<file path="src/rtl/pwr_standby_pkg.sv">
package pwr_standby_pkg;
  typedef enum logic [1:0] {
    MODE_RUN     = 2'd0,
    MODE_SLEEP   = 2'd1,
    MODE_STANDBY = 2'd2,
    MODE_SETTLE  = 2'd3
  } mode_t;

  typedef struct packed {
    logic loadCnt;
    logic decCnt;
  } cnt_strobe_t;

  localparam logic [7:0] CTRL_INIT = 8'h08;
  localparam int SEL_BIT = 7;
  localparam int CODE_LSB = 4;
endpackage

</file>
<file path="src/rtl/pwr_standby_dp.sv">
module pwr_standby_dp
  import pwr_standby_pkg::*;
#(
  parameter int BASE_LOG2 = 13,
  parameter int SHORT_CNT = 16,
  localparam int CNT_W = BASE_LOG2 + 5
) (
  input  logic        clk,
  input  logic        rstN,
  input  logic        hwStandby,
  input  logic        regWrEn,
  input  logic [7:0]  regWrData,
  input  cnt_strobe_t strobes,
  output logic [7:0]  ctrlReg,
  output logic        standbySel,
  output logic        cntZero
);
  logic [CNT_W-1:0] settleCnt;
  logic [CNT_W-1:0] loadVal;
  logic [CNT_W:0]   pow;
  logic [2:0]       delayCode;
  int               shiftAmt;

  // control register
  always_ff @(posedge clk or negedge rstN) begin
    if (!rstN)          ctrlReg <= CTRL_INIT;
    else if (hwStandby) ctrlReg <= CTRL_INIT;
    else if (regWrEn)   ctrlReg <= regWrData;
  end

  assign standbySel = ctrlReg[SEL_BIT];
  assign delayCode  = ctrlReg[CODE_LSB+2:CODE_LSB];

  // delay decode: power-of-two table, reserved code clamps to longest
  always_comb begin
    shiftAmt = BASE_LOG2 + ((delayCode == 3'd6) ? 5 : int'(delayCode));
    pow      = {{CNT_W{1'b0}}, 1'b1} << shiftAmt;
    if (delayCode == 3'd7) loadVal = CNT_W'(SHORT_CNT - 1);
    else                   loadVal = CNT_W'(pow - 1'b1);
  end

  // settling down-counter
  always_ff @(posedge clk or negedge rstN) begin
    if (!rstN)                settleCnt <= '0;
    else if (strobes.loadCnt) settleCnt <= loadVal;
    else if (strobes.decCnt)  settleCnt <= settleCnt - 1'b1;
  end

  assign cntZero = (settleCnt == '0);
endmodule

</file>
<file path="src/rtl/pwr_standby_fsm.sv">
module pwr_standby_fsm
  import pwr_standby_pkg::*;
(
  input  logic        clk,
  input  logic        rstN,
  input  logic        hwStandby,
  input  logic        sleepReq,
  input  logic        wakeIrq,
  input  logic        anyIrq,
  input  logic        standbySel,
  input  logic        cntZero,
  output mode_t       mode,
  output logic        clkEn,
  output cnt_strobe_t strobes
);
  mode_t modeNext;

  always_comb begin
    modeNext        = mode;
    strobes.loadCnt = 1'b0;
    strobes.decCnt  = 1'b0;
    unique case (mode)
      MODE_RUN:
        if (sleepReq) modeNext = standbySel ? MODE_STANDBY : MODE_SLEEP;
      MODE_SLEEP:
        if (anyIrq || wakeIrq) modeNext = MODE_RUN;
      MODE_STANDBY:
        if (wakeIrq) begin
          modeNext        = MODE_SETTLE;
          strobes.loadCnt = 1'b1;
        end
      MODE_SETTLE:
        if (cntZero) modeNext = MODE_RUN;
        else         strobes.decCnt = 1'b1;
      default: modeNext = MODE_RUN;
    endcase
    if (hwStandby) begin
      modeNext        = MODE_RUN;
      strobes.loadCnt = 1'b0;
      strobes.decCnt  = 1'b0;
    end
  end

  always_ff @(posedge clk or negedge rstN) begin
    if (!rstN) mode <= MODE_RUN;
    else       mode <= modeNext;
  end

  assign clkEn = (mode == MODE_RUN) || (mode == MODE_SLEEP);
endmodule

</file>
<file path="src/rtl/pwr_standby_ctrl.sv">
module pwr_standby_ctrl
  import pwr_standby_pkg::*;
#(
  parameter int BASE_LOG2 = 13,
  parameter int SHORT_CNT = 16
) (
  input  logic       clk,
  input  logic       rstN,
  input  logic       hwStandby,
  input  logic       regWrEn,
  input  logic [7:0] regWrData,
  output logic [7:0] regRdData,
  input  logic       sleepReq,
  input  logic       wakeIrq,
  input  logic       anyIrq,
  output logic [1:0] modeState,
  output logic       clkEn
);
  cnt_strobe_t strobes;
  mode_t       mode;
  logic        standbySel;
  logic        cntZero;

  pwr_standby_dp #(.BASE_LOG2(BASE_LOG2), .SHORT_CNT(SHORT_CNT)) u_dp (
    .clk(clk), .rstN(rstN), .hwStandby(hwStandby),
    .regWrEn(regWrEn), .regWrData(regWrData), .strobes(strobes),
    .ctrlReg(regRdData), .standbySel(standbySel), .cntZero(cntZero)
  );

  pwr_standby_fsm u_fsm (
    .clk(clk), .rstN(rstN), .hwStandby(hwStandby),
    .sleepReq(sleepReq), .wakeIrq(wakeIrq), .anyIrq(anyIrq),
    .standbySel(standbySel), .cntZero(cntZero),
    .mode(mode), .clkEn(clkEn), .strobes(strobes)
  );

  assign modeState = mode;
endmodule

</file>
<file path="config.mk">
export PLATFORM = sky130hd
export DESIGN_NAME = pwr_standby_ctrl
export DESIGN_NICKNAME = d
export VERILOG_FILES = /design/src/rtl/pwr_standby_pkg.sv /design/src/rtl/pwr_standby_dp.sv /design/src/rtl/pwr_standby_fsm.sv /design/src/rtl/pwr_standby_ctrl.sv
export SDC_FILE = /design/constraint.sdc
export NUM_CORES = 1
export LEC_CHECK = 0
export ABC_CLOCK_PERIOD_IN_PS = 2900
export BUFFER_PORTS_ARGS = -buffer_cell sky130_fd_sc_hd__buf_2
export CORE_ASPECT_RATIO = 1.4
export CORE_MARGIN = 2
export CORE_UTILIZATION = 35
export DETAILED_ROUTE_END_ITERATION = 10
export GPL_ROUTABILITY_DRIVEN = 0
export GPL_TIMING_DRIVEN = 0
export HOLD_SLACK_MARGIN = 0.15
export PLACE_DENSITY = 0.61
export SYNTH_ARGS = -nofsm -noshare
export SYNTH_HDL_FRONTEND = slang
export SYNTH_SLANG_ARGS = --single-unit
</file>
<file path="constraint.sdc">
create_clock -name clk -period 2.9 [get_ports clk]
set_input_delay 0.29 -clock clk [delete_from_list [all_inputs] [get_ports clk]]
set_output_delay 0.29 -clock clk [all_outputs]
set_load 0.05 [all_outputs]
</file>
After elaboration in Yosys (flattened, before gate mapping)
Cells that the tools add are included.
Storage, ports and cells
  bits in read-only memories: 0
  flip-flop bits (word level): 28
  memories kept: 0
  RAM bits: 0
  output and inout bits: 11
  bits in latches: 0
  word-level logic and storage cells: 41
Cells by class
  multiplexer cells: 18
  add/subtract/negate cells: 3
  reductions and logical operators: 7
  equality and inequality tests: 9
  shift-type cells: 1
  bitwise gates (word level): 0
  $mul: 0
  magnitude comparators: 0
  div/mod/pow operators: 0
Operators by type and width (number)
  2-to-1 mux 18 bit: 3
  subtractor 18 x 1 -> 18 bit, second input constant: 2
  adder 5 x 32 -> 32 bit, first input constant: 1
  << shifter 1 x 32 -> 18 bit, first input constant: 1
  zero test 18 bit: 1
  2-to-1 mux 8 bit: 2
  2-to-1 mux 2 bit: 7
  inequality test 3 bit, second input constant: 3
  one-hot mux 2 bit (4 select lines): 1
  equality test 3 bit, second input constant: 2
  equality test 2 bit, second input constant: 2
  2-to-1 mux 1 bit: 4
  AND reduction 4 bit: 1
  nonzero test 2 bit: 2
  2-to-1 mux 3 bit: 1
  inequality test 3 x 2 -> 1 bit, second input constant: 1
  equality test 2 x 1 -> 1 bit, second input constant: 1
  zero test 2 bit: 1
  logical OR 1 bit: 2

Depth between registers and ports, before layout
Gate-level depths: netlist of the first run.
  word-level depth: 7
  mapped depth: 12
  mapped depth without buffers: 9

By module
A second synthesis of the first run with hierarchy kept.
Second synthesis, totals
  cell total of the unflattened synthesis: 201
  area total of the unflattened synthesis: 1874.3 um^2
Modules (own cells, without submodules)
  pwr_standby_dp: instances 1, cells each 188, area each 1751.7 um^2
  pwr_standby_fsm: instances 1, cells each 13, area each 122.6 um^2

Worst setup path after synthesis of the first run
OpenSTA, ideal clock, no wires.
  path kind: register to register
  from: reg u_dp.ctrlReg[5]
  to: reg u_dp.settleCnt[6]
  setup slack: 141 ps
  data arrival time: 2655 ps
  library setup time: 104 ps
  cell stages (with the launch flop): 13
  path buffers: 3
  cell sequence: dfrtp_1 > buf_2 > and2_1 > buf_2 > clkinv_2 > ha_1 > clkbuf_1 > nand3_1 > ha_1 > inv_1 > a2111oi_2 > a31oi_1 > a221oi_1
On the way
  word-level cells in the longest chain between the ends: 7
  elaborated cells between the ends (all ways): 8
  classes of those cells: add/sub: 2; eq/ne: 2; shift: 1; mux: 3
RTL lines
  from (decl): RTL line pwr_standby_dp.sv:14  | output logic [7:0] ctrlReg,
  from (signal assigned): RTL line pwr_standby_dp.sv:28  | else if (regWrEn) ctrlReg <= regWrData;
  equality test 3 bit: RTL line pwr_standby_dp.sv:36  | shiftAmt = BASE_LOG2 + ((delayCode == 3'd6) ? 5 : int'(delayCode));
  2-to-1 mux 3 bit: RTL line pwr_standby_dp.sv:36
  adder 5 x 32 -> 32 bit: RTL line pwr_standby_dp.sv:36
  << shifter 1 x 32 -> 18 bit: RTL line pwr_standby_dp.sv:37  | pow = {{CNT_W{1'b0}}, 1'b1} << shiftAmt;
  subtractor 18 x 1 -> 18 bit: RTL line pwr_standby_dp.sv:39  | else loadVal = CNT_W'(pow - 1'b1);
  2-to-1 mux 18 bit (*): RTL line pwr_standby_dp.sv:38  | if (delayCode == 3'd7) loadVal = CNT_W'(SHORT_CNT - 1);
  2-to-1 mux 18 bit (*): RTL line pwr_standby_dp.sv:45  | else if (strobes.loadCnt) settleCnt <= loadVal;
  to (signal assigned): RTL line pwr_standby_dp.sv:45
  to (signal assigned): RTL line pwr_standby_dp.sv:46  | else if (strobes.decCnt) settleCnt <= settleCnt - 1'b1;
  to (decl): RTL line pwr_standby_dp.sv:18  | logic [CNT_W-1:0] settleCnt;
Every way passes the cells marked *; elsewhere a longest branch is shown, timed or not.
A chain may end at the register's enable or synchronous reset.

Final worst setup path of the first run
  from: reg u_dp.ctrlReg[5]
  to: reg u_dp.settleCnt[10]
The elaborated chain is that of the path after synthesis.

==> results of run 1 <==
## repair_timing
| item | 4_1_cts | 5_1_grt |
|---|---|---|
| hold buffers | 1 | 0 |
| resized for setup | 0 | 1 |
| endpoints found under the hold margin | 27 | 0 |
| setup endpoints to repair | 0 | 4 |
| buffers inserted | 0 | 1 |
## synthesized netlist by cell type, drive strengths merged, types with 4 or more instances
cell type,n,area share
a21oi,15,0.040
a31oi,4,0.013
buf,7,0.023
clkbuf,8,0.016
dfrtp,27,0.36
inv,11,0.022
mux2i,11,0.058
nand2,7,0.014
nand3,8,0.021
nor2,18,0.036
nor3,10,0.038
nor4,4,0.013
o21ai,14,0.037
or3,4,0.013
xnor2,6,0.028
## per-layer routing
layer | track usage | vias up | wire (um)
met5 | 0 | - | 0
met4 | 0.0612 | 0 | 93
met3 | 0.0187 | 8 | 159
met2 | 0.287 | 42 | 2450
met1 | 0.214 | 830 | 1980
li1 | - | 846 | -
## cell type report
type	count	area (sq um)
tap	66	82.6
inverter	12	46.3
fill	563	3030
multi-input combinational	156	1070
buffer	14	70.1
sequential	28	702
timing repair buffer	26	138
clock buffer	4	55.1
## sequential cells by signal, summed over array words and instances (netlist names)
signal	flops
u_dp.settleCnt	18
u_dp.ctrlReg	8
u_fsm.mode	2
## worst paths after layout
path,from,end,slack [ns],cells after the start
max,u_dp.ctrlReg[5],u_dp.settleCnt[10],0.25,12
min,regWrData[3],u_dp.ctrlReg[3],0.22,2
max reg2reg,u_dp.ctrlReg[5],u_dp.settleCnt[10],0.25,12
min reg2reg,u_dp.ctrlReg[2],u_dp.ctrlReg[2],0.53,2
max in group asynchronous,rstN,u_dp.settleCnt[15],1.93,2
min in group asynchronous,rstN,u_fsm.mode[0],0.55,2
## per-stage QoR
step	worst slack (ns)	instance area (sq um)
2_1_floorplan	0.141	1880
4_1_cts	0.0545	2150
3_3_place_gp	0.0743	2090
3_5_place_dp	0.0679	2090
5_1_grt	0.0106	2170
6_report	0.251	2170
## logic make-up (layout without fill, tap and decap cells)
family,count (synthesis),count (layout),synth area share
DFF,28,28,0.373
muxes,11,11,0.0585
AOI/OAI and AO/OA,65,65,0.243
and+or+nand+nor,70,70,0.210
adders and majority gates,3,3,0.0199
xor gates and xnor gates,7,7,0.0326
buffers and inverters,27,56,0.0638
## power groups by stage
stage / clock (mW) / combinational [mW] / sequential (mW)
2_1_floorplan: 0 / 0.279 / 0.595
3_3_place_gp: 0 / 0.384 / 0.585
3_5_place_dp: 0 / 0.388 / 0.587
4_1_cts: 0.259 / 0.391 / 0.579
5_1_grt: 0.273 / 0.440 / 0.593
6_report: 0.250 / 0.392 / 0.578
==> flow_metrics.env, run 1 <==
export IMPL_ys_flop_type="dfrtp_1"
export IMPL_worst_pin_slew_ns=0.639
export IMPL_drive_gt1_frac=0.204
export IMPL_hold_path_class="input port to register"
export IMPL_p_comb_frac=0.321
export IMPL_final_antenna_net_count=0
export IMPL_totalPowerFinal_mw=1.22
export IMPL_crit_chain="buf_2 -> and2_1 -> buf_2 -> clkinv_2 -> ha_1 -> nand3_1 -> ha_1 -> inv_1 -> a2111oi_4 -> buf_4 -> o22ai_1 -> a21oi_1"
export IMPL_clkLatencyLatePin_ns=0.28
export IMPL_clkSinkCount=28
export IMPL_drt_iter0_drc=46
export IMPL_setup_viol=0
export IMPL_max_freq_mhz=377
export IMPL_die_h_um=90.8
export IMPL_critPathLaunchType="register"
export IMPL_power_density_nw_per_um2=563
export IMPL_nets=259
export IMPL_synth_area_sq_um=1880
export IMPL_ir_drop_uv=328
export IMPL_syn_area_per_cell_sq_um=8.92
export IMPL_yosys_register_bits=28
export IMPL_syn_inst=211
export IMPL_maxCapViolCount=0
export IMPL_grt_max_degree=29
export IMPL_post_route_min_period_ns=2.65
export IMPL_hpwl_mm=3.44
export IMPL_n_antenna_cell=0
export IMPL_dp_cells=301
export IMPL_final_cell_mix="buf_2 (29), dfrtp_1 (27), nor2_1 (18)"
export IMPL_clock_skew_ns=0.00334
export IMPL_power_leakage_nw=0.891
export IMPL_grt_pass1_wl_mm=7.99
export IMPL_core_sq_um=5200
export IMPL_critPathSlowestCell="ha_1"
export IMPL_cts_reportedPaths_clkPinSlew_ns=0.10
export IMPL_area_delta_synth_final_pct=15.1
export IMPL_start_util=0.362
export IMPL_dr_pass1_iters=4
export IMPL_ys_warn_count=0
export IMPL_cpPeakStageDelay_ns=0.35
export IMPL_path_class="register to register"
export IMPL_syn_nets=229
export IMPL_wl_per_cell_um=15.3
export IMPL_fin_tns_setup_ns=0
export IMPL_num_vias=1726
export IMPL_end_kind="register"
export IMPL_sw_frac_of_total=0.373
export IMPL_clkPwrFrac=0.205
export IMPL_cts_buffers_inserted=3
export IMPL_cts_tree="yes"
export IMPL_grt_pass1_vias=1713
export IMPL_antenna_found_initial=0
export IMPL_dieArea_sq_um=5990
export IMPL_synth_edf_count=0
export IMPL_critPathRequiredTime_ns=3.12
export IMPL_layout_commonest_cell="buf_2"
export IMPL_seq_power_share=0.474
export IMPL_ys_seq_area_frac=0.373
export IMPL_async_flop_share=1.00
export IMPL_utilization=0.417
export IMPL_path_delay_family="buffers and inverters"
export IMPL_htreeDepth=1
export IMPL_routed_wl_mm=4.68
export IMPL_grt_overflow=0
export IMPL_track_usage=0.168
export IMPL_min_period_over_period=0.914
export IMPL_numPortBuffers=24
export IMPL_slew_headroom=0.574
export IMPL_max_clock_path_buffers=2
export IMPL_hold_viol=0
export IMPL_p_int_uw=765
export IMPL_stdcell_count=306
export IMPL_crit_buf_inv=5
export IMPL_drc=0
export IMPL_slew_violations=0
export IMPL_cts_root_buf="clkbuf_8"
export IMPL_p_sw_uw=455
export IMPL_die_x_um=66.0
export IMPL_num_rows=31
export IMPL_hold_ws_ns=0.216
export IMPL_critPathArrivalTime_ns=2.86
export IMPL_status="finished clean"
export IMPL_rsz0062_at_grt="no"
export IMPL_io_pins=26
export IMPL_viasPerCell=5.64
export IMPL_crit_fanout=11
export IMPL_yosysUniqueCellTypes=56
No activity file was read; power rests on OpenSTA's default activity.
==> run 2: changes to the inputs <==
BUFFER_PORTS_ARGS = not set   (was -buffer_cell sky130_fd_sc_hd__buf_2)
DONT_BUFFER_PORTS = 1   (was not set)
PLACE_DENSITY = 0.57   (was 0.61)
==> run 2 against run 1 <==
Compared with the run above: via count is 2.4% lower; critical endpoint is now u_dp.settleCnt[6]; largest power group unchanged; die area stayed put; largest cell class unchanged; fmax is 4.4% lower.
==> flow_metrics.env, run 2 (same netlist as run 1, synthesis figures left out) <==
export IMPL_num_vias=1685
export IMPL_drt_iter0_drc=39
export IMPL_antenna_found_initial=0
export IMPL_clock_skew_ns=0.00797
export IMPL_maxCapViolCount=0
export IMPL_dp_cells=277
export IMPL_hold_viol=0
export IMPL_cts_buffers_inserted=3
export IMPL_area_delta_synth_final_pct=14.6
export IMPL_grt_overflow=0
export IMPL_hpwl_mm=3.58
export IMPL_clkSinkCount=28
export IMPL_htreeDepth=1
export IMPL_power_leakage_nw=0.838
export IMPL_viasPerCell=5.81
export IMPL_top_register="u_dp.settleCnt"
export IMPL_drive_gt1_frac=0.156
export IMPL_final_antenna_net_count=0
export IMPL_cts_tree="yes"
export IMPL_cp_common_cell="clkbuf_4"
export IMPL_num_rows=31
export IMPL_n_antenna_cell=0
export IMPL_setup_viol=0
export IMPL_crit_buf_inv=6
export IMPL_io_pins=26
export IMPL_crit_chain="buf_6 -> and2_1 -> clkbuf_4 -> clkinv_2 -> ha_1 -> clkbuf_4 -> nand3_1 -> ha_2 -> inv_1 -> a2111oi_4 -> buf_4 -> a31oi_1 -> a221oi_1"
export IMPL_clkLatencyLatePin_ns=0.29
export IMPL_numPortBuffers=0
export IMPL_slew_violations=0
export IMPL_layout_commonest_cell="dfrtp_1"
export IMPL_grt_pass1_wl_mm=8.33
export IMPL_top_regs="u_dp.settleCnt x18, u_dp.ctrlReg x8, u_fsm.mode x2"
export IMPL_worst_pin_slew_ns=0.635
export IMPL_utilization=0.415
export IMPL_largest_reg_flops=18
export IMPL_crit_fanout=10
export IMPL_fin_tns_setup_ns=0
export IMPL_grt_max_degree=29
export IMPL_wl_per_cell_um=17.2
export IMPL_die_h_um=90.8
export IMPL_die_x_um=66.0
export IMPL_ir_drop_uv=425
export IMPL_routed_wl_mm=4.98
export IMPL_hold_path_class="input port to register"
export IMPL_grt_pass1_vias=1683
export IMPL_dr_pass1_iters=4
export IMPL_critPathRequiredTime_ns=3.09
export IMPL_final_cell_mix="dfrtp_1 (25), nor2_1 (18), a21oi_1 (15)"
export IMPL_drc=0
export IMPL_path_class="register to register"
export IMPL_track_usage=0.177
export IMPL_critPathLaunchType="register"
export IMPL_critPathSlowestCell="dfrtp_2"
export IMPL_start_util=0.362
export IMPL_end_kind="register"
export IMPL_fill_cells=554
export IMPL_max_freq_mhz=361
export IMPL_path_delay_family="buffers and inverters"
export IMPL_min_period_over_period=0.956
export IMPL_nets=243
export IMPL_slew_headroom=0.576
export IMPL_core_sq_um=5200
export IMPL_stdcell_count=290
export IMPL_power_density_nw_per_um2=599
export IMPL_max_clock_path_buffers=2
export IMPL_dieArea_sq_um=5990
export IMPL_cts_reportedPaths_clkPinSlew_ns=0.11
export IMPL_cpPeakStageDelay_ns=0.54
export IMPL_status="finished clean"
export IMPL_post_route_min_period_ns=2.77
export IMPL_critPathArrivalTime_ns=2.96
export IMPL_cts_root_buf="clkbuf_8"
## run 2: through the flow
step	total power [mW]	hold slack (ns)	setup slack (ns)	cell area [sq um]
floorplan	0.874	-0.00559	0.141	1880
global placement	0.943	-0.00439	-0.316	1970
detailed placement	0.953	-0.00415	-0.359	1970
CTS	1.29	0.159	0.0272	2110
global route	1.38	0.166	-0.00937	2160
finish	1.29	0.159	0.128	2160
## run 2: area by class of cell
cell class / instances / area [sq um] / area share
plain buffers: 15 / 92.6 / 0.0429
repair buffers: 9 / 85.1 / 0.0394
clock buffers: 3 / 41.3 / 0.0191
flip-flops and latches: 28 / 704 / 0.326
well taps: 66 / 82.6 / 0.0383
inverters: 12 / 46.3 / 0.0214
multi-input cells: 156 / 1080 / 0.499
clock inverters: 1 / 30.0 / 0.0139
## run 2: where the power goes
part	switching, mW	internal [mW]
Sequential	0.132	0.479
Clock	0.138	0.185
Combinational	0.195	0.163
Total	0.465	0.828
## run 2: final timing paths
| kind | start | endpoint | slack, ns | cells past startpoint |
|---|---|---|---|---|
| max | u_dp.ctrlReg[4] | u_dp.settleCnt[6] | 0.13 | 13 |
| min | regWrData[7] | u_dp.ctrlReg[7] | 0.16 | 2 |
| max reg2reg | u_dp.ctrlReg[4] | u_dp.settleCnt[6] | 0.13 | 13 |
| min reg2reg | u_dp.settleCnt[15] | u_dp.settleCnt[15] | 0.56 | 2 |
| max in group asynchronous | rstN | u_dp.ctrlReg[3] | 2.23 | 2 |
| min in group asynchronous | rstN | u_dp.settleCnt[17] | 0.43 | 2 |
## run 2: worst register-to-register path, stage by stage, from the launching register on
cell,delay [ns]
dfrtp_2,0.54
buf_6,0.17
and2_1,0.12
clkbuf_4,0.17
clkinv_2,0.11
ha_1,0.21
clkbuf_4,0.20
nand3_1,0.11
ha_2,0.21
inv_1,0.09
a2111oi_4,0.26
buf_4,0.20
a31oi_1,0.05
a221oi_1,0.25
## run 2: repair_timing
action                                  in CTS  in global routing
endpoints found under the setup margin       6                  4
buffers inserted                             1                  5
hold buffers                                 3                  0
gates resized for setup                      6                  6
pin swaps                                    1                  0
endpoints found under the hold margin       29                  0
## run 2: routing by layer
metal / vias up / global-route usage / wire length, um
met4: 0 / 0.0629 / 115
li1: 810 / - / -
met1: 804 / 0.222 / 2030
met5: - / 0 / 0
met3: 14 / 0.0150 / 195
met2: 57 / 0.311 / 2630
==> run 3: changes to the inputs <==
ABC_AREA = 1   (was not set)
CORE_UTILIZATION = 55   (was 35)
PLACE_DENSITY = 0.78   (was 0.57)
==> run 3 against run 2 <==
Compared with the run above: clock-buffer cell count is 1 higher; sequential power is 7.4% higher; sequential cell count stayed put; area after synthesis is 7.7% higher; register-to-register slack better by 0.26 ns; via count is 21% higher; die area is 30% lower.
==> flow_metrics.env, run 3 <==
export IMPL_r2r_slack_ns=0.38
export IMPL_synth_most_common_cell="nand2_1"
export IMPL_antenna_found_initial=0
export IMPL_r2r_end="u_dp.settleCnt[10]"
export IMPL_grt_max_degree=29
export IMPL_netlist_area_leader_share=0.333
export IMPL_dr_pass1_iters=5
export IMPL_clkSinkCount=28
export IMPL_core_sq_um=3580
export IMPL_num_vias=2033
export IMPL_io_pins=26
export IMPL_hold_depth=1
export IMPL_seq_power_share=0.394
export IMPL_critPathRequiredTime_ns=3.06
export IMPL_p_comb_frac=0.473
export IMPL_path_class="register to register"
export IMPL_ys_seq_area_frac=0.346
export IMPL_max_clock_path_buffers=2
export IMPL_drive_gt1_frac=0.0748
export IMPL_num_rows=26
export IMPL_synth_area_leaders="dfrtp_1 (33%), nand2_1 (18%), nand3_1 (11%)"
export IMPL_nets=340
export IMPL_wl_met2_mm=2.49
export IMPL_numPortBuffers=0
export IMPL_hold_path_startpoint="regWrData[3]"
export IMPL_hold_path_class="input port to register"
export IMPL_p_sw_uw=781
export IMPL_dieArea_sq_um=4200
export IMPL_hold_viol=0
export IMPL_p_int_uw=886
export IMPL_drt_iter0_drc=116
export IMPL_final_cell_mix="nand2_1 (97), nand3_1 (45), inv_1 (39)"
export IMPL_area_delta_synth_final_pct=9.25
export IMPL_ir_drop_uv=515
export IMPL_drc=0
export IMPL_layout_commonest_cell="nand2_1"
export IMPL_synth_area_sq_um=2030
export IMPL_viasPerCell=5.60
export IMPL_syn_inst=309
export IMPL_worstRegToRegCells=13
export IMPL_sw_frac_of_total=0.469
export IMPL_n_antenna_cell=0
export IMPL_critPathArrivalTime_ns=2.68
export IMPL_clkLatencyLatePin_ns=0.27
export IMPL_yosysTopAreaCell="dfrtp_1"
export IMPL_cts_tree="yes"
export IMPL_synth_common_cells="nand2_1 (97), nand3_1 (45), inv_1 (39)"
export IMPL_totalPowerFinal_mw=1.67
export IMPL_track_usage=0.244
export IMPL_end_kind="register"
export IMPL_route_met3_wl_um=278
export IMPL_crit_fanout=7
export IMPL_slew_violations=0
export IMPL_setup_viol=0
export IMPL_post_route_min_period_ns=2.52
export IMPL_cts_root_buf="clkbuf_8"
export IMPL_grt_pass1_wl_mm=8.10
export IMPL_ys_warn_count=0
export IMPL_syn_area_per_cell_sq_um=6.56
export IMPL_clkPwrFrac=0.133
export IMPL_async_flop_share=1.00
export IMPL_worst_pin_slew_ns=0.622
export IMPL_routedLengthMet1_mm=2.08
export IMPL_grt_pass1_vias=1827
export IMPL_die_h_um=75.9
export IMPL_start_util=0.567
export IMPL_ys_flop_type="dfrtp_1"
export IMPL_cts_buffers_inserted=3
export IMPL_min_period_over_period=0.867
export IMPL_ctsResizeCount=0
export IMPL_top_regs="u_dp.settleCnt x18, u_dp.ctrlReg x8, u_fsm.mode x2"
export IMPL_power_leakage_nw=1.18
export IMPL_maxCapViolCount=0
export IMPL_r2r_start="u_dp.ctrlReg[6]"
export IMPL_rsz0062_at_grt="no"
export IMPL_routed_top_layer="met4"
export IMPL_clock_skew_ns=0.00342
export IMPL_yosysUniqueCellTypes=30
export IMPL_slew_headroom=0.585
export IMPL_final_antenna_net_count=0
export IMPL_fin_tns_setup_ns=0
export IMPL_cts_reportedPaths_clkPinSlew_ns=0.10
export IMPL_htreeDepth=1
export IMPL_wl_per_cell_um=13.6
export IMPL_largest_reg_flops=18
export IMPL_pre_cts_ws_ns=0.420
export IMPL_hpwl_mm=3.65
export IMPL_syn_nets=327
export IMPL_status="finished clean"
export IMPL_max_freq_mhz=398
export IMPL_grt_overflow=0
export IMPL_fin_ws_ns=0.384
export IMPL_power_density_nw_per_um2=752
export IMPL_critPathLaunchType="register"
export IMPL_top_register="u_dp.settleCnt"
export IMPL_hold_path_endpoint="u_dp.ctrlReg[3]"
export IMPL_yosys_register_bits=28
export IMPL_die_x_um=55.3
export IMPL_synth_edf_count=0
export IMPL_routed_wl_mm=4.94
-- run 3: changes by cell type after synthesis, sizes merged, moves of 5 or more --
cell,delta
o21ai,+5
nor3,-7
a21oi,-11
nor2,+23
nand3,+39
xnor2,-6
nand2,+91
mux2i,-11
clkbuf,-7
inv,+29
-- run 3: stage by stage --
step	hold slack [ns]	instance area, sq um	cells	util
final	0.160	2220	363	0.619
after global routing	0.165	2220	363	0.619
after CTS	0.156	2220	363	0.619
after detailed placement	-0.00474	2080	351	0.581
after global placement	-0.00480	2080	351	0.581
after floorplan	-0.00559	2030	309	-
-- run 3: area by class of cell --
type / instances / area, sq um
fill: 355 / 1360
tap: 42 / 52.6
multi-input combinational: 233 / 1110
inverter: 40 / 150
timing repair buffer: 8 / 90.1
clock buffer: 4 / 45.0
sequential: 28 / 702
buffer: 8 / 66.3
-- run 3: logic make-up after synthesis --
kind of cell / count (synthesis) / share of synthesized area
AO/OA/AOI/OAI: 34 / 0.105
AND/OR/NAND/NOR: 194 / 0.415
XOR/XNOR: 2 / 0.00864
adder cells (fa/ha/maj): 3 / 0.0185
buffers and inverters: 48 / 0.107
flip-flops: 28 / 0.346
-- run 3: worst max-delay path by stage --
| stage | end | depth (start not counted) | slack [ns] | start |
|---|---|---|---|---|
| 2_1_floorplan | u_dp.settleCnt[10] | 13 | 0.73 | u_dp.ctrlReg[6] |
| 3_3_place_gp | u_dp.settleCnt[10] | 13 | 0.46 | u_dp.ctrlReg[6] |
| 3_5_place_dp | u_dp.settleCnt[10] | 13 | 0.42 | u_dp.ctrlReg[6] |
| 4_1_cts | u_dp.settleCnt[10] | 13 | 0.39 | u_dp.ctrlReg[6] |
| 5_1_grt | u_dp.settleCnt[10] | 13 | 0.13 | u_dp.ctrlReg[6] |
| 6_report | u_dp.settleCnt[10] | 13 | 0.38 | u_dp.ctrlReg[6] |
-- run 3: power by group through the flow --
stage	sequential, mW	combinational (mW)	clock [mW]
finish	0.656	0.788	0.222
floorplan	0.630	0.640	0
detailed placement	0.664	0.758	0
global route	0.675	0.911	0.240
CTS	0.655	0.781	0.227
global placement	0.662	0.743	0
-- run 3: worst max-delay path, cell delays in order (launching register included) --
cell and delay [ns]:
dfrtp_1 0.57, clkbuf_2 0.26, inv_1 0.15, ha_1 0.29, inv_1 0.06, nor2_1 0.17
nand2_1 0.13, ha_1 0.23, nand2_1 0.11, nor2_1 0.05, nand2_1 0.15, o21ai_0 0.12
nand2_1 0.07, nand2_1 0.05
-- run 3: routing by layer --
| layer | GRT usage | vias to the layer above |
|---|---|---|
| li1 | - | 1012 |
| met2 | 0.466 | 73 |
| met3 | 0.0289 | 8 |
| met4 | 0.0813 | 0 |
| met5 | 0 | - |
| met1 | 0.287 | 940 |
-- run 3: repair_timing --
action	CTS	global route
hold endpoints to repair	34	0
buffers inserted	0	0
hold buffers	8	0
